File: config.mk
export PLATFORM = sky130hd
export DESIGN_NAME = abort_cause_reg
export DESIGN_NICKNAME = d
export VERILOG_FILES = /design/src/rtl/abort_cause_pkg.sv /design/src/rtl/abt_fault_decode.sv /design/src/rtl/abt_flag_bank.sv /design/src/rtl/abt_flush_counter.sv /design/src/rtl/abort_cause_reg.sv
export SDC_FILE = /design/constraint.sdc
export NUM_CORES = 1
export LEC_CHECK = 0
export CORE_MARGIN = 1
export CORE_UTILIZATION = 35
export DETAILED_ROUTE_END_ITERATION = 10
export MAX_ROUTING_LAYER = met4
export PLACE_DENSITY = 0.75
export RECOVER_POWER = 25
export SLEW_MARGIN = 25
export SYNTH_ARGS = -nofsm -noshare
export SYNTH_HDL_FRONTEND = slang
export SYNTH_SLANG_ARGS = --single-unit
File: constraint.sdc
create_clock -name clk -period 1.8 [get_ports clk]
set_input_delay 0.18 -clock clk [delete_from_list [all_inputs] [get_ports clk]]
set_output_delay 0.18 -clock clk [all_outputs]
set_load 0.1 [all_outputs]
File: src/rtl/abort_cause_pkg.sv
package abort_cause_pkg;
  parameter int STATUS_W    = 32;
  parameter int CAUSE_W     = 16;
  parameter int CNT_W       = 9;
  parameter int SBYTE_BIT   = 9;
  parameter int ARB_BIT     = 12;
  parameter int SLVLOST_BIT = 14;
  localparam int FLAG_W = CAUSE_W + 1;
  localparam int RSV_W  = STATUS_W - FLAG_W - CNT_W;

  typedef struct packed {
    logic restart_en;
    logic special_en;
    logic sbyte_sel;
  } abt_cfg_t;
endpackage

File: src/rtl/abt_fault_decode.sv
module abt_fault_decode
  import abort_cause_pkg::*;
(
  input  abt_cfg_t cfg_i,
  output logic     sbyte_fault_o
);
  // The fault persists while restart is off and both start-byte selects are on.
  always_comb begin
    sbyte_fault_o = ~cfg_i.restart_en & cfg_i.special_en & cfg_i.sbyte_sel;
  end
endmodule

File: src/rtl/abt_flag_bank.sv
module abt_flag_bank #(
  parameter int N           = 16,
  parameter int SBYTE_BIT   = 9,
  parameter int ARB_BIT     = 12,
  parameter int SLVLOST_BIT = 14
) (
  input  logic         clk,
  input  logic         rst_n,
  input  logic [N-1:0] evt_i,
  input  logic         user_abort_i,
  input  logic         clr_i,
  input  logic         sbyte_fault_i,
  output logic [N:0]   flags_o
);
  logic [N:0] set_v;
  logic [N:0] flag_q;
  logic       rearm_q;

  always_comb begin
    set_v            = {user_abort_i, evt_i};
    set_v[ARB_BIT]   = evt_i[ARB_BIT] | evt_i[SLVLOST_BIT];
    set_v[SBYTE_BIT] = evt_i[SBYTE_BIT] | rearm_q;
  end

  // One sticky cell per cause; a new event beats a same-cycle clear.
  for (genvar g = 0; g <= N; g++) begin : g_cell
    always_ff @(posedge clk or negedge rst_n) begin
      if (!rst_n)        flag_q[g] <= 1'b0;
      else if (set_v[g]) flag_q[g] <= 1'b1;
      else if (clr_i)    flag_q[g] <= 1'b0;
    end
  end

  // Remember a clear that hit the start-byte flag while its fault persists.
  always_ff @(posedge clk or negedge rst_n) begin
    if (!rst_n) rearm_q <= 1'b0;
    else        rearm_q <= clr_i & flag_q[SBYTE_BIT] & sbyte_fault_i & ~evt_i[SBYTE_BIT];
  end

  assign flags_o = flag_q;


  sticky_chk: assert property (@(posedge clk) disable iff (!rst_n)
    !clr_i |=> ((flag_q & $past(flag_q)) == $past(flag_q)));

  pair_set_chk: assert property (@(posedge clk) disable iff (!rst_n)
    evt_i[SLVLOST_BIT] |=> (flag_q[SLVLOST_BIT] && flag_q[ARB_BIT]));

  clear_all_chk: assert property (@(posedge clk) disable iff (!rst_n)
    (clr_i && evt_i == '0 && !user_abort_i && !rearm_q && !sbyte_fault_i) |=> (flag_q == '0));

  sbyte_drop_chk: assert property (@(posedge clk) disable iff (!rst_n)
    (clr_i && flag_q[SBYTE_BIT] && sbyte_fault_i && !evt_i[SBYTE_BIT]) |=> !flag_q[SBYTE_BIT]);

  sbyte_back_chk: assert property (@(posedge clk) disable iff (!rst_n)
    rearm_q |=> flag_q[SBYTE_BIT]);

  evt_wins_chk: assert property (@(posedge clk) disable iff (!rst_n)
    (clr_i && evt_i != '0) |=> ((flag_q[N-1:0] & $past(evt_i)) == $past(evt_i)));
endmodule

File: src/rtl/abt_flush_counter.sv
module abt_flush_counter #(
  parameter int W = 9
) (
  input  logic         clk,
  input  logic         rst_n,
  input  logic         en_i,
  input  logic         pulse_i,
  output logic [W-1:0] cnt_o
);
  localparam logic [W-1:0] MAX = {W{1'b1}};
  logic [W-1:0] cnt_q;

  always_ff @(posedge clk or negedge rst_n) begin
    if (!rst_n)                     cnt_q <= '0;
    else if (!en_i)                 cnt_q <= '0;
    else if (pulse_i && cnt_q != MAX) cnt_q <= cnt_q + 1'b1;
  end

  assign cnt_o = cnt_q;


  cnt_step_chk: assert property (@(posedge clk) disable iff (!rst_n)
    (en_i && pulse_i && cnt_q != MAX) |=> (cnt_q == $past(cnt_q) + 1'b1));

  cnt_sat_chk: assert property (@(posedge clk) disable iff (!rst_n)
    (en_i && cnt_q == MAX) |=> (cnt_q == MAX));

  cnt_clr_chk: assert property (@(posedge clk) disable iff (!rst_n)
    !en_i |=> (cnt_q == '0));
endmodule

File: src/rtl/abort_cause_reg.sv
module abort_cause_reg
  import abort_cause_pkg::*;
(
  input  logic                clk,
  input  logic                rst_n,
  input  logic [CAUSE_W-1:0]  abort_evt_i,
  input  logic                user_abort_i,
  input  logic                flush_pulse_i,
  input  logic                restart_en_i,
  input  logic                special_en_i,
  input  logic                start_byte_sel_i,
  input  logic                ctrl_en_i,
  input  logic                clr_abort_rd_i,
  input  logic                clr_all_rd_i,
  output logic [STATUS_W-1:0] status_o,
  output logic                abort_irq_o
);
  abt_cfg_t           cfg;
  logic               sbyte_fault;
  logic               clr_any;
  logic [FLAG_W-1:0]  flags;
  logic [CNT_W-1:0]   flush_cnt;

  assign cfg     = '{restart_en: restart_en_i, special_en: special_en_i, sbyte_sel: start_byte_sel_i};
  assign clr_any = clr_abort_rd_i | clr_all_rd_i;

  abt_fault_decode u_fault (.cfg_i(cfg), .sbyte_fault_o(sbyte_fault));

  abt_flag_bank #(
    .N(CAUSE_W), .SBYTE_BIT(SBYTE_BIT), .ARB_BIT(ARB_BIT), .SLVLOST_BIT(SLVLOST_BIT)
  ) u_flags (
    .clk(clk), .rst_n(rst_n), .evt_i(abort_evt_i), .user_abort_i(user_abort_i),
    .clr_i(clr_any), .sbyte_fault_i(sbyte_fault), .flags_o(flags)
  );

  abt_flush_counter #(.W(CNT_W)) u_cnt (
    .clk(clk), .rst_n(rst_n), .en_i(ctrl_en_i), .pulse_i(flush_pulse_i), .cnt_o(flush_cnt)
  );

  assign status_o    = {flush_cnt, {RSV_W{1'b0}}, flags};
  assign abort_irq_o = |flags;


  irq_match_chk: assert property (@(posedge clk) disable iff (!rst_n)
    abort_irq_o == (status_o[FLAG_W-1:0] != '0));

  user_set_chk: assert property (@(posedge clk) disable iff (!rst_n)
    user_abort_i |=> status_o[CAUSE_W]);

  cnt_keep_chk: assert property (@(posedge clk) disable iff (!rst_n)
    (ctrl_en_i && !flush_pulse_i) |=> $stable(status_o[STATUS_W-1 -: CNT_W]));
endmodule

==> metrics.md <==
| Metric | Value |
|---|---|
| R2R setup slack | `-30 ps` |
| Area Overhead vs Synth | `64.2%` |
| # setup viols final | `3` |
| Setup crit start kind | `register` |
| CP startpoint | `u_flags.flags_o[8]$_DFFE_PN0P_` |
| Vias in the first global route | `974` |
| Core Area | `3080 um2` |
| DIE AREA | `3500 um2` |
| Cell count after synthesis | `97` |
| Crit. End Element | `primary output` |
| Critical path's largest stage delay | `510 ps` |
| Worst path arrival time | `1900 ps` |
| Largest net degree at the start of global routing | `28` |
| Skew final | `3.64 ps` |
| Port Buf Inserts | `52` |
| Avg Cell Area, Syn | `11.8 um2` |
| Setup WS post-layout | `-275 ps` |
| RSZ-0062 raised after global routing | `true` |
| Final WL | `2.70 mm` |
| Core Util, Final | `61.1%` |
| Crit-path cells | `nor4_4 -> nand4_1 -> or4_4 -> buf_12` |
| FF-to-FF path depth | `8` |
| CTS max path bufs | `2` |
| Worst R2R Start | `u_cnt.cnt_o[0]$_DFFE_PN0P_` |
| Clock sinks | `27` |
| Die H | `59.2 um` |
| Hold Crit Class | `input port to async pin` |
| Sequential share of the synthesized area | `59.0%` |
| F_max | `482 MHz` |
| Status | `finished, violations left` |
| Cell count along the critical path | `4` |
| Cts-stage hold buffer count | `0` |
| CP max FO | `2` |
| DRT Pass-1 Iters | `4` |
| First-pass GRT wire length | `4.45 mm` |
| Worst-margin pin slew | `661 ps` |
| Total Routing Usage GR | `17.7%` |
| Num CTS Buffers | `3` |
| CP max stage cell | `dfrtp_4` |
| Final critical-path share of the clock period | `115%` |
| CTS clk-pin slew, worst paths | `140 ps` |
| PwrDens | `748 nW/um2` |
| Starting Density | `37.2%` |
| H-tree depth | `1` |
| Worst Path Required | `1620 ps` |
| CP Class | `register to primary output` |
| Post-layout min period | `2080 ps` |
| Buf/Inv on CP | `1` |
| MaxCap Viol Count | `0` |
| Peak supply drop | `0.000654 V` |
| Die width | `59.2 um` |
| WL/cell | `13.1 um` |
| Violated checks | `setup timing` |
| Final #Nets | `191` |
| ANT cells | `0` |
| Hold WS | `392 ps` |
| Max-slew headroom | `56.0%` |
| Crit path to | `abort_irq_o` |
| Root Buffer Master | `clkbuf_4` |
| Synthesized area | `1140 um2` |
| Leakage | `0.828 nW` |
| Antenna violations before repair | `0` |
| Worst R2R End | `u_cnt.cnt_o[3]$_DFFE_PN0P_` |
| Clk Latency, worst-skew pair | `320 ps` |
| Final routed DRC violation total | `0` |
| DR iter-0 viols | `28` |
| GPL Wtd Cong | `0.801` |
| ANT nets after route | `0` |
| Post-synthesis register bit count | `27` |
| Slew Limit Fails | `0` |
| Row count | `20` |
| Fillers | `268` |
| Final hold vios | `0` |
| Layout cells sized above 1 | `49.4%` |
| Yosys cell types | `29` |
| Grt ovf | `0` |
| CTS tree | `built` |
| Synth Warn # | `0` |
| Vias | `996` |
| Final HPWL DP | `2.02 mm` |
| Num ports | `59` |
| Critical path's top delay family | `simple AND/OR/NAND/NOR gates` |
| Vias per std cell | `4.83` |
==> metal layers <==
layer	global-route usage (%)	wire length [um]
met2	29.2	1410
met5	-	0
met4	5.10	31
met1	21.0	1100
met3	5.02	161
==> flip-flops by register name, summed over array words and instances (netlist names) <==
name,flops
u_cnt.cnt_o,9
u_flags.flags_o,17
u_flags.rearm_q,1
==> synth_stat cells (all sizes together) <==
cell type   n  area (um2)
or4         2        15.0
nand3b      2        15.0
o21ai       4        20.0
nand2b      1        6.26
nor2        6        22.5
nor3        1        5.00
or3         4        27.5
nor4        3        18.8
a21o       15         113
nand2       2        7.51
nor4b       1        8.76
nand4       2        18.8
inv         2        7.51
nand4b      1        8.76
clkinv      1        3.75
conb        1        3.75
nand3       1        5.00
a211o       2        17.5
ha          2        25.0
dfrtp      27         676
o31ai       1        7.51
buf         7        50.0
xor2        1        8.76
xnor2       1        8.76
a21oi       5        25.0
mux2i       2        20.0
==> cell usage in the layout (no fill, tap or decap), types with 2 or more instances in the layout <==
cell / count
a21o_1: 15
nor4_4: 2
inv_1: 2
nand3b_1: 2
buf_4: 36
or3_4: 2
o21ai_0: 4
dfrtp_1: 6
dfrtp_4: 7
clkdlybuf4s50_1: 24
nor2_1: 6
mux2i_1: 2
or3_1: 2
a21oi_2: 4
conb_1: 6
or4_4: 2
clkbuf_4: 3
dfrtp_2: 14
a211o_1: 2
==> metrics by stage <==
| stage | worst slack [ps] | total power, mW | area [um2] | cells | TNS, ps |
|---|---|---|---|---|---|
| floorplan | -159 | 1.01 | 1240 | 102 | -371 |
| global placement | -15.0 | 1.14 | 1760 | 197 | -15.0 |
| detailed placement | -58.2 | 1.15 | 1760 | 197 | -85.1 |
| CTS | -312 | 1.42 | 1840 | 204 | -312 |
| global route | -359 | 1.47 | 1880 | 206 | -852 |
| finish | -275 | 1.41 | 1880 | 206 | -311 |
==> cell type report <==
class	instances	area, um2	area share [%]
Sequential cell	27	719	38.3
Timing Repair Buffer	63	546	29.0
Multi-Input combinational cell	65	520	27.7
Tap cell	44	55.1	2.93
Clock buffer	3	22.5	1.20
Inverter	3	11.3	0.599
Clock inverter	1	5.00	0.266
==> worst min-delay path by stage <==
stage	endpoint	slack (ps)	cells past startpoint
after floorplan	u_cnt.cnt_o[5]$_DFFE_PN0P_	-120	0
after global placement	u_flags.flags_o[9]$_DFFE_PN0P_	420	1
after detailed placement	u_flags.flags_o[9]$_DFFE_PN0P_	450	1
after CTS	u_cnt.cnt_o[3]$_DFFE_PN0P_	210	2
after global routing	u_flags.rearm_q$_DFF_PN0_	370	2
final	u_cnt.cnt_o[7]$_DFFE_PN0P_	390	2
==> cells by family after synthesis <==
kind of cell    after synthesis  share of synthesized area (%)
other cells                   1                          0.328
xor+xnor                      2                           1.53
buf+inv                      10                           5.35
flops                        27                           59.0
mux                           2                           1.75
simple gates                 26                           13.9
compound gates               27                           16.0
fa+ha+maj                     2                           2.19
==> report_power, final <==
part           switching, mW  internal (mW)
clock                  0.176         0.0834
sequential            0.0348          0.644
combinational          0.342          0.126
total                  0.553          0.853
==> timing repair <==
item / in CTS / in global routing
hold endpoints to repair: 0 / 0
endpoints found under the setup margin: 3 / 6
buffers inserted: 3 / 2
pin swaps: 2 / 7
resized for setup: 4 / 6
Power figures use the tool's default switching activity.
